**config.mk**
```make
export PLATFORM = sky130hd
export DESIGN_NAME = bfifo_host_port
export DESIGN_NICKNAME = d
export VERILOG_FILES = /design/src/rtl/bfh_pkg.sv /design/src/rtl/bfh_decode.sv /design/src/rtl/bfh_fifo.sv /design/src/rtl/bfh_regs.sv /design/src/rtl/bfifo_host_port.sv
export SDC_FILE = /design/constraint.sdc
export NUM_CORES = 1
export LEC_CHECK = 0
export BUFFER_PORTS_ARGS = -buffer_cell sky130_fd_sc_hd__buf_4
export CORE_ASPECT_RATIO = 1.25
export CORE_MARGIN = 2
export CORE_UTILIZATION = 50
export CTS_CLUSTER_SIZE = 12
export DETAILED_ROUTE_END_ITERATION = 16
export PLACE_DENSITY_LB_ADDON = 0.25
export RECOVER_POWER = 50
export SLEW_MARGIN = 20
export SYNTH_ARGS = -nofsm -noshare
export SYNTH_HDL_FRONTEND = slang
export SYNTH_SLANG_ARGS = --single-unit
```
**constraint.sdc**
```tcl
create_clock -name clk -period 6.9 [get_ports clk]
set_input_delay 1.38 -clock clk [delete_from_list [all_inputs] [get_ports clk]]
set_output_delay 1.38 -clock clk [all_outputs]
set_load 0.1 [all_outputs]
```
**src/rtl/bfh_pkg.sv**
```systemverilog
package bfh_pkg;
    parameter int unsigned WORD_W     = 18;
    parameter int unsigned REG_W      = 16;
    parameter int unsigned BYP_W      = 9;
    parameter int unsigned CFG_N      = 8;
    parameter int unsigned PTR_W      = $clog2(CFG_N);
    parameter int unsigned PERIPH_REG = 5;
    parameter int unsigned PERIPH_BIT = 10;

    typedef enum logic [1:0] {
        RES_QUEUE = 2'b00,
        RES_BYP   = 2'b01,
        RES_CMD   = 2'b10,
        RES_CFG   = 2'b11
    } res_e;

    typedef struct packed {
        logic wr;
        logic rd;
        res_e res;
    } acc_t;

    typedef struct packed {
        logic periph;
        logic ba_full;
        logic ba_empty;
        logic ab_full;
        logic ab_empty;
    } stat_t;

    function automatic logic [BYP_W-1:0] byp_pick(input logic [WORD_W-1:0] w);
        return {w[16], w[7:0]};
    endfunction

    function automatic logic [WORD_W-1:0] reg_widen(input logic [REG_W-1:0] r);
        return {{(WORD_W-REG_W){1'b0}}, r};
    endfunction

    function automatic logic [REG_W-1:0] status_word(input stat_t s);
        logic [REG_W-1:0] v;
        v    = '0;
        v[0] = s.ab_empty;
        v[1] = s.ab_full;
        v[2] = s.ba_empty;
        v[3] = s.ba_full;
        v[4] = s.periph;
        return v;
    endfunction
endpackage

```
**src/rtl/bfh_decode.sv**
```systemverilog
module bfh_decode
    import bfh_pkg::*;
(
    input  logic       clk,
    input  logic       rst,
    input  logic       cs,
    input  logic       strobe,
    input  logic       rd,
    input  logic [1:0] addr,
    output acc_t       acc
);
    logic strobe_q;
    logic fire;

    always_ff @(posedge clk) begin
        if (rst) strobe_q <= 1'b0;
        else     strobe_q <= strobe;
    end

    assign fire = cs & strobe & ~strobe_q;

    always_comb begin
        acc.wr  = fire & ~rd;
        acc.rd  = fire & rd;
        acc.res = res_e'(addr);
    end
endmodule

```
**src/rtl/bfh_fifo.sv**
```systemverilog
module bfh_fifo #(
    parameter int unsigned W     = 18,
    parameter int unsigned DEPTH = 4
) (
    input  logic         clk,
    input  logic         rst,
    input  logic         push,
    input  logic [W-1:0] din,
    input  logic         pop,
    output logic [W-1:0] dout,
    output logic         empty,
    output logic         full
);
    localparam int unsigned AW = (DEPTH > 1) ? $clog2(DEPTH) : 1;
    localparam int unsigned CW = $clog2(DEPTH + 1);

    logic [W-1:0]  mem [DEPTH];
    logic [AW-1:0] wp, rp;
    logic [CW-1:0] cnt;
    logic          push_ok, pop_ok;

    function automatic logic [AW-1:0] step(input logic [AW-1:0] p);
        return (p == AW'(DEPTH - 1)) ? '0 : p + AW'(1);
    endfunction

    assign empty   = (cnt == '0);
    assign full    = (cnt == CW'(DEPTH));
    assign push_ok = push & ~full;
    assign pop_ok  = pop & ~empty;
    assign dout    = mem[rp];

    always_ff @(posedge clk) begin
        if (push_ok) mem[wp] <= din;
    end

    always_ff @(posedge clk) begin
        if (rst) begin
            wp  <= '0;
            rp  <= '0;
            cnt <= '0;
        end else begin
            if (push_ok) wp <= step(wp);
            if (pop_ok)  rp <= step(rp);
            case ({push_ok, pop_ok})
                2'b10:   cnt <= cnt + CW'(1);
                2'b01:   cnt <= cnt - CW'(1);
                default: cnt <= cnt;
            endcase
        end
    end
endmodule

```
**src/rtl/bfh_regs.sv**
```systemverilog
module bfh_regs
    import bfh_pkg::*;
(
    input  logic             clk,
    input  logic             rst,
    input  logic             wr_cmd,
    input  logic             wr_cfg,
    input  logic [REG_W-1:0] din,
    output logic [REG_W-1:0] cmd,
    output logic [REG_W-1:0] cfg_sel,
    output logic             view_cfg,
    output logic             periph
);
    logic [REG_W-1:0] cfg [CFG_N];
    logic [PTR_W-1:0] ptr;

    assign ptr      = cmd[PTR_W-1:0];
    assign view_cfg = cmd[PTR_W];
    assign cfg_sel  = cfg[ptr];
    assign periph   = cfg[PERIPH_REG][PERIPH_BIT];

    always_ff @(posedge clk) begin
        if (rst) cmd <= '0;
        else if (wr_cmd) cmd <= din;
    end

    always_ff @(posedge clk) begin
        if (rst) begin
            for (int i = 0; i < CFG_N; i++) cfg[i] <= '0;
        end else if (wr_cfg) begin
            for (int i = 0; i < CFG_N; i++) begin
                if (ptr == PTR_W'(i)) cfg[i] <= din;
            end
        end
    end
endmodule

```
**src/rtl/bfifo_host_port.sv**
```systemverilog
module bfifo_host_port
    import bfh_pkg::*;
#(
    parameter int unsigned DEPTH = 4
) (
    input  logic              clk,
    input  logic              rst,
    input  logic              host_cs,
    input  logic [1:0]        host_addr,
    input  logic              host_rd,
    input  logic              host_strobe,
    input  logic [WORD_W-1:0] host_din,
    output logic [WORD_W-1:0] host_dout,
    output logic              host_doe,
    input  logic              b_ab_pop,
    output logic [WORD_W-1:0] b_ab_data,
    output logic              b_ab_empty,
    input  logic              b_ba_push,
    input  logic [WORD_W-1:0] b_ba_din,
    output logic              b_ba_full,
    output logic [BYP_W-1:0]  b_byp_data,
    output logic              b_byp_oe,
    output logic              b_strobe_oe
);
    acc_t              acc;
    logic              ab_full, ab_empty, ba_full, ba_empty;
    logic [WORD_W-1:0] ba_head;
    logic [REG_W-1:0]  cmd, cfg_sel;
    logic              view_cfg, periph;
    logic [WORD_W-1:0] rd_q;
    logic [BYP_W-1:0]  byp_q;
    logic              byp_valid;
    stat_t             stat;

    bfh_decode u_dec (
        .clk    (clk),
        .rst    (rst),
        .cs     (host_cs),
        .strobe (host_strobe),
        .rd     (host_rd),
        .addr   (host_addr),
        .acc    (acc)
    );

    bfh_fifo #(.W(WORD_W), .DEPTH(DEPTH)) u_ab (
        .clk   (clk),
        .rst   (rst),
        .push  (acc.wr && acc.res == RES_QUEUE),
        .din   (host_din),
        .pop   (b_ab_pop),
        .dout  (b_ab_data),
        .empty (ab_empty),
        .full  (ab_full)
    );

    bfh_fifo #(.W(WORD_W), .DEPTH(DEPTH)) u_ba (
        .clk   (clk),
        .rst   (rst),
        .push  (b_ba_push),
        .din   (b_ba_din),
        .pop   (acc.rd && acc.res == RES_QUEUE),
        .dout  (ba_head),
        .empty (ba_empty),
        .full  (ba_full)
    );

    bfh_regs u_regs (
        .clk      (clk),
        .rst      (rst),
        .wr_cmd   (acc.wr && acc.res == RES_CMD),
        .wr_cfg   (acc.wr && acc.res == RES_CFG),
        .din      (host_din[REG_W-1:0]),
        .cmd      (cmd),
        .cfg_sel  (cfg_sel),
        .view_cfg (view_cfg),
        .periph   (periph)
    );

    always_comb begin
        stat.ab_empty = ab_empty;
        stat.ab_full  = ab_full;
        stat.ba_empty = ba_empty;
        stat.ba_full  = ba_full;
        stat.periph   = periph;
    end

    always_ff @(posedge clk) begin
        if (rst) begin
            rd_q <= '0;
        end else if (acc.rd) begin
            case (acc.res)
                RES_QUEUE: if (!ba_empty) rd_q <= ba_head;
                RES_BYP:   rd_q <= '0;
                RES_CMD:   rd_q <= reg_widen(cmd);
                default:   rd_q <= reg_widen(view_cfg ? cfg_sel : status_word(stat));
            endcase
        end
    end

    always_ff @(posedge clk) begin
        if (rst) begin
            byp_q     <= '0;
            byp_valid <= 1'b0;
        end else if (acc.wr && acc.res == RES_BYP && periph) begin
            byp_q     <= byp_pick(host_din);
            byp_valid <= 1'b1;
        end
    end

    assign host_doe    = host_cs & host_strobe & host_rd;
    assign host_dout   = host_doe ? rd_q : '0;
    assign b_ab_empty  = ab_empty;
    assign b_ba_full   = ba_full;
    assign b_byp_oe    = periph & byp_valid;
    assign b_byp_data  = b_byp_oe ? byp_q : '0;
    assign b_strobe_oe = periph;
endmodule

```
==> After elaboration in Yosys (flattened, before gate mapping) <==
Memory sizes are Yosys's and may differ from the RTL's. A register that Yosys moved wholly into a read port is not among the register bits.
Index checks and enable logic that the tools add are counted.
{ "totals": {"n_memories": 3, "mem_bits_rw": 272, "out_inout_bits": 50, "latchBits": 0, "mem_bits_ro": 0, "wordCells": 143, "ff_bits": 59, "in_bits": 45} }
{ "memory_table": {"columns": ["name", "depth", "width", "read_ports", "rd_clocked_by_memory_dff", "write_ports", "line_no", "rtl"], "rows": [
  ["u_regs.cfg", 8, 16, 2, 1, 8, "bfh_regs.sv:14", "logic [REG_W-1:0] cfg [CFG_N];"],
  ["u_ab.mem", 4, 18, 1, 1, 1, "bfh_fifo.sv:17", "logic [W-1:0] mem [DEPTH];"],
  ["u_ba.mem", 4, 18, 1, 1, 1, "bfh_fifo.sv:17", null]
]} }
{ "classes": {"add_sub_neg": 8, "order_cmp": 0, "shift": 0, "bitwise": 24, "eq_ne": 21, "mux": 63, "div": 0, "n_reduce_logical": 13, "mul": 0} }
{ "ops": {"columns": ["operator", "n"], "rows": [
  ["two-way mux 16 bit", 9],
  ["case mux 18 bit (3 select lines)", 1],
  ["two-way mux 1 bit", 38],
  ["two-way mux 18 bit", 2],
  ["equality test 3 bit, second input constant", 6],
  ["equality test 2 bit, second input constant", 8],
  ["two-way mux 2 bit", 8],
  ["case mux 3 bit (2 select lines)", 2],
  ["AND 1 bit", 10],
  ["zero test 3 bit", 3],
  ["two-way mux 9 bit", 1],
  ["adder 2 x 1 -> 2 bit, second input constant", 4],
  ["OR 1 bit", 8],
  ["adder 3 x 1 -> 3 bit, second input constant", 2],
  ["equality test 2 x 1 -> 1 bit, second input constant", 3],
  ["equality test 3 x 2 -> 1 bit, second input constant", 2],
  ["logical AND 1 bit", 6],
  ["two-way mux 3 bit", 2],
  ["inverter 1 bit", 6],
  ["subtractor 3 x 1 -> 3 bit, second input constant", 2],
  ["nonzero test 2 bit", 2],
  ["equality test 3 x 1 -> 1 bit, second input constant", 1],
  ["zero test 2 bit", 1],
  ["inequality test 2 bit, second input constant", 1],
  ["AND reduction 2 bit", 1]
]} }

==> Depth between registers and ports, before layout <==
Gate-level depths: netlist of run 1.
{ "depth": {"ltp_word": 8, "depth_mapped": 10, "depth_no_buf": 9} }

==> By module <==
A second synthesis of run 1 with hierarchy kept.
{ "hier_totals": {"cells_unflattened": 901, "area_unflattened_um2": 14243.7} }
{ "modules_own_cells": {"columns": ["module", "instances", "area_each_um2", "cells_each", "seq_area_each_um2"], "rows": [
  ["bfh_regs", 1, 6294.8, 400, 4224.1],
  ["bfh_fifo", 2, 3093.0, 148, 2342.2],
  ["bfifo_host_port", 1, 1697.9, 199, 560.5],
  ["bfh_decode", 1, 65.1, 6, 20.0]
]} }

==> Worst setup path before layout of run 1 <==
No wires, ideal clock.
{ "synth_timing": {"path_type": "input to output", "startpoint": "input port host_rd", "endpoint": "output port host_dout[10]", "path_slack_ns": 1.943, "cell_stages": 4, "arrival_ns": 3.577, "required_time_ns": 5.520, "n_path_buf": 2, "path_cell_list": "and3_1 -> clkbuf_1 -> clkbuf_1 -> and2_1"} }
{ "synth_between": {"elab_chain_cells": 2} }
{ "synth_lines": {"columns": ["item", "line_no", "rtl"], "rows": [
  ["from (decl)", "bfifo_host_port.sv:10", "input logic host_rd,"],
  ["AND 1 bit", "bfifo_host_port.sv:110", "assign host_doe = host_cs & host_strobe & host_rd;"],
  ["named net host_doe", "bfifo_host_port.sv:14", "output logic host_doe,"],
  ["two-way mux 18 bit", "bfifo_host_port.sv:111", "assign host_dout = host_doe ? rd_q : '0;"],
  ["to (decl)", "bfifo_host_port.sv:13", "output logic [WORD_W-1:0] host_dout,"]
]} }
The timed path passes the listed nets, and every way through them passes these cells.

==> flow_summary.json, run 1 <==
{
  "worst_slew_pin_slew_ns": 2.458,
  "rsz0062_at_grt": "no",
  "dp_hpwl_um": 20250,
  "power.internal_mw": 3.328,
  "setup_viol": 0,
  "port_buffers": 94,
  "p_sw_mw": 0.9081,
  "overflow": 0,
  "drt_iter0_drc": 493,
  "cts_tree": "yes",
  "syn_to_final_growth_pct": 13.13,
  "crit_path_frequent_cell": "clkbuf_1",
  "synth_largest_area_cell": "edfxtp_1",
  "drive_above_1_share": 0.1549,
  "critPathArrivalTime_ns": 4.78,
  "drc": 0,
  "critPathSlowestCell": "clkbuf_1",
  "grt_max_degree": 54,
  "antenna_found_initial": 2,
  "cts_setup_buffers": 0,
  "postCtsResizedCells": 0,
  "fp.dieH_um": 189.8,
  "required_ns": 7.13,
  "slew_violations": 54,
  "clk_pin_slew_ns": 0.06,
  "io_pins": 95,
  "relSlewSlack": -0.6385,
  "synth_nets": 986,
  "p_leak_nw": 5.318,
  "cts_buffer_depth": 3,
  "synth_area_mm2": 0.01381,
  "dieArea_mm2": 0.02897,
  "avgRoutedWirePerCell_um": 21.93,
  "peakVddDrop_mv": 0.1619,
  "num_vias": 7889,
  "nNetsFinal": 1069,
  "min_path_cells": 2,
  "cts_made_buffers": 34,
  "clock_power_share": 0.408,
  "insertion_delay_ns": 0.51,
  "period_needed_ns": 4.548,
  "via_per_inst": 5.700,
  "hp-class": "flip-flop to flip-flop",
  "dp_slack_ns": 2.590,
  "initial_core_util": 0.5040,
  "fillerInstances": 2191,
  "holdBufCountCts": 0,
  "row_count": 68,
  "sw_frac_of_total": 0.2144,
  "end_kind": "flip-flop",
  "status": "finished, violations left",
  "grt_pass1_wl_um": 46290,
  "clockRootBuffer": "clkbuf_16",
  "fin_util": 0.5702,
  "critPathLaunchType": "primary input",
  "gp_congestion": 0.8307,
  "synth_area_leaders": "edfxtp_1 59%, dfxtp_1 9.6%, mux4_2 7.8%, nor2_1 3.7%, mux2i_1 3.1%",
  "drt-total-wl_um": 30350,
  "violations": "capacitance limit, slew limit",
  "ant_nets": 0,
  "grt.total_usage": 0.2089,
  "critical_path_class": "primary input to flip-flop",
  "hold_start": "u_regs.cmd[10]",
  "crit_chain": "clkbuf_1, clkbuf_1, nand2b_1, nor2_1",
  "die-width_um": 152.6,
  "cp_max_fo": 53,
  "synthCells": 927,
  "finalHoldViolations": 0,
  "ys_seq_elements": 338,
  "dr.pass1.iters": 4,
  "timing.rr.start": "u_dec.strobe_q",
  "synth_cell_types": 50,
  "power.share.sequential": 0.540,
  "fin_tns_setup_ns": 0,
  "critical-path-max-stage-delay_ns": 1.71,
  "core_area_mm2": 0.02740,
  "syn_avg_cell_area_um2": 14.89,
  "yosysTopAreaCellShare": 0.5916,
  "cp-startpoint": "rst",
  "synth_seq_area_share": 0.6873,
  "drv_cap": 1,
  "combPwrFrac": 0.052,
  "period_share": 0.6591,
  "first_global_vias": 8062,
  "fin_worst_skew_ns": 0.01166,
  "cts.sinks": 338,
  "finalWorstSetupSlack_ns": 2.352,
  "r2r_cells": 4,
  "synth-warning-count": 0,
  "power_mw": 4.236,
  "htreeDepth": 2,
  "p_per_area_mw_per_mm2": 271.2,
  "fmax_mhz": 219.9
}
logic make-up after synthesis:
family | count (synthesis) | share of synthesized area
flip-flops | 338 | 0.6873
AND/OR/NAND/NOR | 292 | 0.1034
multiplexers | 99 | 0.1225
AO/OA/AOI/OAI | 96 | 0.04368
buffers and inverters | 84 | 0.02682
adder cells (fa/ha/maj) | 14 | 0.01377
XOR/XNOR | 4 | 0.002537
worst paths after layout:
check / endpoint / slack [ns]
hold reg to reg: u_regs.cmd[10] / 0.46
setup / recovery: u_regs.cfg[1][10] / 2.35
hold / removal: u_regs.cmd[10] / 0.46
setup reg to reg: u_regs.cfg[1][1] / 4.18
cells in the final DEF, fill, tap and decap left out, types with 3 or more instances in the layout:
cell type | netlist | layout
nor3_2 | 1 | 3
nor2_1 | 137 | 137
inv_1 | 32 | 32
edfxtp_1 | 272 | 272
or3_1 | 7 | 7
a211oi_1 | 12 | 12
ha_1 | 12 | 12
clkbuf_1 | 22 | 59
xor2_1 | 4 | 4
mux4_1 | 6 | 6
nand2_1 | 48 | 48
nor2b_1 | 8 | 8
mux4_2 | 48 | 48
mux2i_1 | 43 | 43
a21oi_1 | 52 | 52
a31oi_1 | 3 | 3
nand3_1 | 3 | 3
buf_4 | 1 | 59
nand2b_1 | 25 | 25
dfxtp_1 | 66 | 64
and2_1 | 23 | 23
a22oi_1 | 5 | 5
nand3b_1 | 12 | 12
clkbuf_16 | 0 | 35
and3_1 | 15 | 15
o221ai_1 | 11 | 11
area by class of cell:
class,instances,area [µm²],share of cell area
sequential,338,9492,0.6077
multi-input combinational,505,3958,0.2534
clock buffer,57,978.4,0.06264
timing repair buffer,98,589.3,0.03773
tap,350,437.9,0.02804
inverter,33,123.9,0.007930
clock inverter,2,38.79,0.002483
antenna,1,2.502,0.0001602
cells in the mapped netlist, drive strengths merged:
master	count
a2111o	2
a211oi	12
a21o	1
a21oi	53
a22oi	5
a311oi	2
a31o	2
a31oi	3
and2	23
and3	15
and3b	1
and4	1
and4b	1
and4bb	1
buf	29
clkbuf	22
dfxtp	66
edfxtp	272
fa	2
ha	12
inv	33
mux2	2
mux2i	43
mux4	54
nand2	48
nand2b	25
nand3	3
nand3b	12
nand4b	1
nor2	137
nor2b	8
nor3	4
nor3b	1
nor4	1
o21ai	4
o221ai	11
o22ai	1
or3	7
or3b	3
xor2	4
sequential cells by signal, summed over array words and instances (netlist names), named ones only:
| signal | count |
|---|---|
| u_ba.mem | 72 |
| u_ab.rp | 2 |
| u_regs.cmd | 16 |
| byp_q | 9 |
| u_dec.strobe_q | 1 |
| u_ba.rp | 2 |
| u_ab.mem | 72 |
| u_ba.cnt | 3 |
| u_ab.wp | 2 |
| u_ba.wp | 2 |
| u_regs.cfg | 128 |
| byp_valid | 1 |
| rd_q | 18 |
| u_ab.cnt | 3 |
stage by stage:
| stage | hold WS [ns] | area (µm²) | instances |
|---|---|---|---|
| 6_report | 0.4558 | 15620 | 1384 |
| 5_1_grt | 0.4719 | 15620 | 1383 |
| 4_1_cts | 0.4565 | 15760 | 1383 |
| 3_5_place_dp | 0.4480 | 14750 | 1324 |
| 3_3_place_gp | 0.4424 | 14750 | 1324 |
| 2_1_floorplan | 0.4363 | 13810 | 927 |
critical path, delay by kind of cell:
kind | cells | cell delay, ns
buffers and inverters | 2 | 2.82
AND/OR/NAND/NOR | 2 | 0.52
power groups by stage:
| stage | registers, mW | logic, mW | clock network [mW] |
|---|---|---|---|
| 6_report | 2.29 | 0.220 | 1.73 |
| 2_1_floorplan | 2.32 | 0.145 | 0 |
| 5_1_grt | 2.29 | 0.238 | 1.83 |
| 3_5_place_dp | 2.33 | 0.232 | 0 |
| 4_1_cts | 2.29 | 0.233 | 1.75 |
| 3_3_place_gp | 2.33 | 0.228 | 0 |
per-layer routing:
metal | wire length [µm] | GRT usage | vias up | part of all wire
met5 | 12 | 0 | - | 0.00040
met1 | 12310 | 0.2632 | 3978 | 0.41
li1 | - | - | 3611 | -
met3 | 1577 | 0.03417 | 57 | 0.052
met2 | 15580 | 0.3653 | 241 | 0.51
met4 | 872 | 0.07942 | 2 | 0.029
No activity file was read; power rests on OpenSTA's default activity.
==> inputs of run 2 (changes only) <==
clock period = 4.4 ns   (was 6.9 ns; I/O delays follow)
==> flow_summary.json, run 2 (synthesis gave the netlist of run 1 again) <==
{
  "cts_tree": "yes",
  "p_sw_mw": 1.442,
  "drive_above_1_share": 0.1486,
  "row_count": 68,
  "hold_end": "u_regs.cmd[9]",
  "insertion_delay_ns": 0.51,
  "clk_pin_slew_ns": 0.06,
  "largest_register_ffs": 128,
  "relSlewSlack": 0.2657,
  "fillerInstances": 2187,
  "hp-class": "flip-flop to flip-flop",
  "postCtsResizedCells": 0,
  "core_area_mm2": 0.02740,
  "dr.pass1.iters": 6,
  "gp_congestion": 0.8247,
  "syn_to_final_growth_pct": 12.84,
  "port_buffers": 94,
  "nNetsFinal": 1076,
  "critPathLaunchType": "primary input",
  "grt_pass1_wl_um": 47990,
  "finalHoldViolations": 0,
  "top_regs": "u_regs.cfg: 128 flops, u_ab.mem: 72 flops, u_ba.mem: 72 flops",
  "clockRootBuffer": "clkbuf_16",
  "drc": 0,
  "fin_tns_setup_ns": 0,
  "num_vias": 7959,
  "slew_violations": 0,
  "combPwrFrac": 0.053,
  "power.internal_mw": 5.108,
  "cp_max_fo": 6,
  "power.share.sequential": 0.548,
  "cts_buffer_depth": 3,
  "rsz0062_at_grt": "no",
  "antenna_found_initial": 1,
  "hold_start": "u_regs.cmd[9]",
  "sw_frac_of_total": 0.2201,
  "setup_viol": 0,
  "required_ns": 4.83,
  "status": "complete, no violations",
  "timing.rr.start": "u_dec.strobe_q",
  "die-width_um": 152.6,
  "placed_cells": 1331,
  "power_mw": 6.550,
  "antenna_cells": 0,
  "fp.dieH_um": 189.8,
  "dieArea_mm2": 0.02897,
  "fmax_mhz": 313.6,
  "p_per_area_mw_per_mm2": 420.4,
  "via_per_inst": 5.714,
  "critPathArrivalTime_ns": 3.62,
  "p_leak_nw": 5.306,
  "io_pins": 95,
  "fin_worst_skew_ns": 0.01149,
  "ff2ff_setup_slack_ns": 1.34,
  "timing.rr.end": "u_ba.cnt[2]",
  "regMostFlops": "u_regs.cfg",
  "worst_slew_pin_slew_ns": 1.102,
  "first_global_vias": 8052,
  "mostFrequentLayoutCells": "272 x edfxtp_1, 137 x nor2_1, 67 x clkbuf_1",
  "drt-total-wl_um": 31560,
  "final_cells": 1393,
  "finalWorstSetupSlack_ns": 1.211,
  "overflow": 0,
  "clock_power_share": 0.399,
  "period_share": 0.7248,
  "r2r_cells": 8,
  "critical_path_class": "primary input to flip-flop",
  "peakVddDrop_mv": 0.2679,
  "htreeDepth": 2,
  "cts_made_buffers": 34,
  "avgRoutedWirePerCell_um": 22.66,
  "drv_cap": 0,
  "ant_nets": 0,
  "cts_setup_buffers": 0,
  "end_kind": "flip-flop",
  "dp_slack_ns": 1.125,
  "min_path_cells": 2,
  "grt.total_usage": 0.2190,
  "cts.sinks": 338,
  "drt_iter0_drc": 573,
  "grt_max_degree": 64,
  "layout_commonest_cell": "edfxtp_1",
  "holdBufCountCts": 0,
  "period_needed_ns": 3.189,
  "initial_core_util": 0.5040,
  "dp_hpwl_um": 21390
}
-- run 2: cell count changes in the layout (fill, tap and decap cells not counted), sizes merged --
| cell | delta |
|---|---|
| clkbuf | +5 |
| clkinv | +3 |
| buf | +2 |
| bufinv | -1 |
| diode | -1 |
| inv | +1 |
-- run 2: worst max path at each step --
stage | startpoint | to | slack (ns) | cells past startpoint
after detailed placement | host_addr[1] | u_regs.cfg[0][11] | 1.13 | 5
after global placement | host_addr[1] | u_regs.cfg[0][9] | 1.21 | 5
after floorplan | host_rd | host_dout[10] | 0.44 | 4
final | host_cs | u_ba.cnt[2] | 1.21 | 9
after global routing | host_cs | u_ba.cnt[2] | 1.03 | 9
after CTS | flip-flop | b_ab_data[10] | 1.36 | 2
-- run 2: area by class of cell --
type	instances	area (µm²)	area share
multi-input combinational	505	3921	0.2517
sequential	338	9494	0.6094
inverter	33	123.9	0.007951
clock inverter	5	42.54	0.002730
clock buffer	57	937.1	0.06015
timing repair buffer	105	623.1	0.03999
tap	350	437.9	0.02811
-- run 2: power by group through the flow --
stage          combinational, mW  sequential, mW  clock, mW
3_5_place_dp               0.365            3.66          0
4_1_cts                    0.366            3.59       2.66
6_report                   0.345            3.59       2.62
3_3_place_gp               0.359            3.65          0
2_1_floorplan              0.228            3.64          0
5_1_grt                    0.371            3.60       2.77
-- run 2: critical path, cell delays in order --
cell and delay (ns):
clkbuf_1 0.11, nand4b_1 0.29, nor4_1 0.97, ha_1 0.34, inv_1 0.06, fa_1 0.37, xor2_1 0.16, or3_1 0.31
a21oi_1 0.14
-- run 2: layer usage --
layer | vias up | global-route usage | share of wire | wire, µm
met4 | 2 | 0.07123 | 0.029 | 912
met5 | - | 0 | 0.00051 | 16
li1 | 3629 | - | - | -
met2 | 243 | 0.3917 | 0.52 | 16490
met3 | 68 | 0.03394 | 0.053 | 1682
met1 | 4017 | 0.2746 | 0.39 | 12460
-- run 2: metrics by stage --
stage          area [µm²]  hold slack [ns]  utilization
6_report            15580           0.4547       0.5687
2_1_floorplan       13810           0.4363            -
5_1_grt             15580           0.4738       0.5687
3_3_place_gp        14790           0.4451       0.5398
4_1_cts             15770           0.4564       0.5756
3_5_place_dp        14790           0.4482       0.5398
==> inputs of run 3 (changes only) <==
clock period = 3.2 ns   (was 4.4 ns; I/O delays follow)
==> flow_summary.json, run 3 (synthesis gave the netlist of run 1 again) <==
{
  "avgRoutedWirePerCell_um": 21.09,
  "grt_max_degree": 58,
  "min_path_cells": 1,
  "placed_cell_area_mm2": 0.01498,
  "sw_frac_of_total": 0.2165,
  "hp-class": "primary input to flip-flop",
  "nNetsFinal": 1099,
  "finalHoldViolations": 0,
  "r2r_cells": 9,
  "antenna_cells": 0,
  "io_pins": 95,
  "hold_end": "u_ba.mem[3][14]",
  "p_sw_mw": 1.944,
  "port_buffers": 94,
  "peakVddDrop_mv": 0.2980,
  "p_per_area_mw_per_mm2": 568.2,
  "timing.hold.ws_ns": 0.3852,
  "cts.sinks": 338,
  "gp_congestion": 0.7721,
  "power.share.sequential": 0.549,
  "drt_iter0_drc": 581,
  "worst_slew_pin_slew_ns": 1.342,
  "critical-path-max-stage-delay_ns": 0.57,
  "drc": 0,
  "clk_pin_slew_ns": 0.06,
  "core_area_mm2": 0.02740,
  "timing.rr.end": "u_ab.cnt[2]",
  "slew_violations": 0,
  "clockRootBuffer": "clkbuf_16",
  "period_share": 0.8167,
  "power.internal_mw": 7.035,
  "first_global_vias": 8022,
  "end_kind": "output port",
  "holdBufCountCts": 0,
  "ant_nets": 0,
  "postCtsResizedCells": 0,
  "multi_input_area_mm2": 0.003953,
  "critPathLaunchType": "flip-flop",
  "layout_commonest_cell": "edfxtp_1",
  "grt_pass1_wl_um": 45970,
  "antenna_found_initial": 0,
  "cts_buffer_depth": 3,
  "rsz0062_at_grt": "no",
  "syn_to_final_growth_pct": 14.46,
  "cts_made_buffers": 34,
  "drive_above_1_share": 0.1754,
  "largest_register_ffs": 128,
  "crit_chain": "buf_4, mux4_2, buf_4",
  "initial_core_util": 0.5040,
  "drt-total-wl_um": 29860,
  "htreeDepth": 2,
  "overflow": 0,
  "grt.total_usage": 0.2068,
  "dieArea_mm2": 0.02897,
  "fmax_mhz": 382.6,
  "via_per_inst": 5.629,
  "drv_cap": 0,
  "clock_power_share": 0.396,
  "ff2ff_setup_slack_ns": 0.70,
  "mostFrequentLayoutCells": "272 x edfxtp_1, 137 x nor2_1, 85 x buf_4",
  "crit_path_frequent_cell": "buf_4",
  "critical_path_class": "flip-flop to output port",
  "dp_hpwl_um": 20660,
  "final_area_mm2": 0.01580,
  "cts_setup_buffers": 0,
  "row_count": 68,
  "relSlewSlack": 0.1051,
  "critPathArrivalTime_ns": 1.97,
  "die-width_um": 152.6,
  "cp_max_fo": 18,
  "fillerInstances": 2145,
  "num_vias": 7971,
  "top_regs": "u_regs.cfg: 128 flops, u_ab.mem: 72 flops, u_ba.mem: 72 flops",
  "fp.dieH_um": 189.8,
  "period_needed_ns": 2.613,
  "cts_tree": "yes",
  "hold_start": "b_ba_din[14]",
  "crit_family": "buffers and inverters",
  "timing.rr.start": "u_ab.cnt[2]",
  "combPwrFrac": 0.054,
  "dr.pass1.iters": 5,
  "setup_viol": 0,
  "critPathSlowestCell": "mux4_2",
  "crit_buf_inv": 2,
  "fin_tns_setup_ns": 0,
  "regMostFlops": "u_regs.cfg",
  "insertion_delay_ns": 0.51,
  "power_mw": 8.980,
  "fin_worst_skew_ns": 0.01225,
  "required_ns": 2.56,
  "p_leak_nw": 5.446,
  "regArea_mm2": 0.009492,
  "status": "complete, no violations"
}
-- run 3: final cells by class --
class / instances / share of cell area
tap: 350 / 0.02771
clock inverter: 5 / 0.002771
inverter: 33 / 0.007838
multi-input combinational: 505 / 0.2501
timing repair buffer: 128 / 0.05170
sequential: 338 / 0.6006
clock buffer: 57 / 0.05930
-- run 3: power by group through the flow --
| stage | Clock, mW | Combinational (mW) | Sequential [mW] |
|---|---|---|---|
| global route | 3.82 | 0.526 | 4.94 |
| CTS | 3.64 | 0.516 | 4.93 |
| detailed placement | 0 | 0.514 | 5.02 |
| finish | 3.56 | 0.488 | 4.93 |
| global placement | 0 | 0.506 | 5.02 |
| floorplan | 0 | 0.314 | 5.00 |
-- run 3: metal layers --
metal / track usage / vias to the layer above / part of all wire
met1: 0.2631 / 4021 / 0.41
met4: 0.06481 / 0 / 0.027
met5: 0 / - / 0
li1: - / 3664 / -
met2: 0.3656 / 235 / 0.51
met3: 0.03371 / 51 / 0.049
-- run 3: metrics by stage --
stage          setup WS [ns]  instances    util
2_1_floorplan         0.2075        927       -
3_3_place_gp          0.5484       1354  0.5468
3_5_place_dp          0.5172       1354  0.5468
4_1_cts               0.5434       1416  0.5826
5_1_grt               0.4797       1416  0.5769
6_report              0.5865       1416  0.5769
-- run 3: worst max-delay path by stage --
| stage | cells past startpoint | start | slack, ns | endpoint |
|---|---|---|---|---|
| global placement | 10 | host_addr[1] | 0.55 | u_ab.cnt[2] |
| global route | 3 | flip-flop | 0.48 | b_ab_data[11] |
| finish | 3 | flip-flop | 0.59 | b_ab_data[10] |
| floorplan | 4 | host_rd | 0.21 | host_dout[10] |
| detailed placement | 10 | host_addr[1] | 0.52 | u_ab.cnt[2] |
| CTS | 3 | flip-flop | 0.54 | b_ab_data[11] |
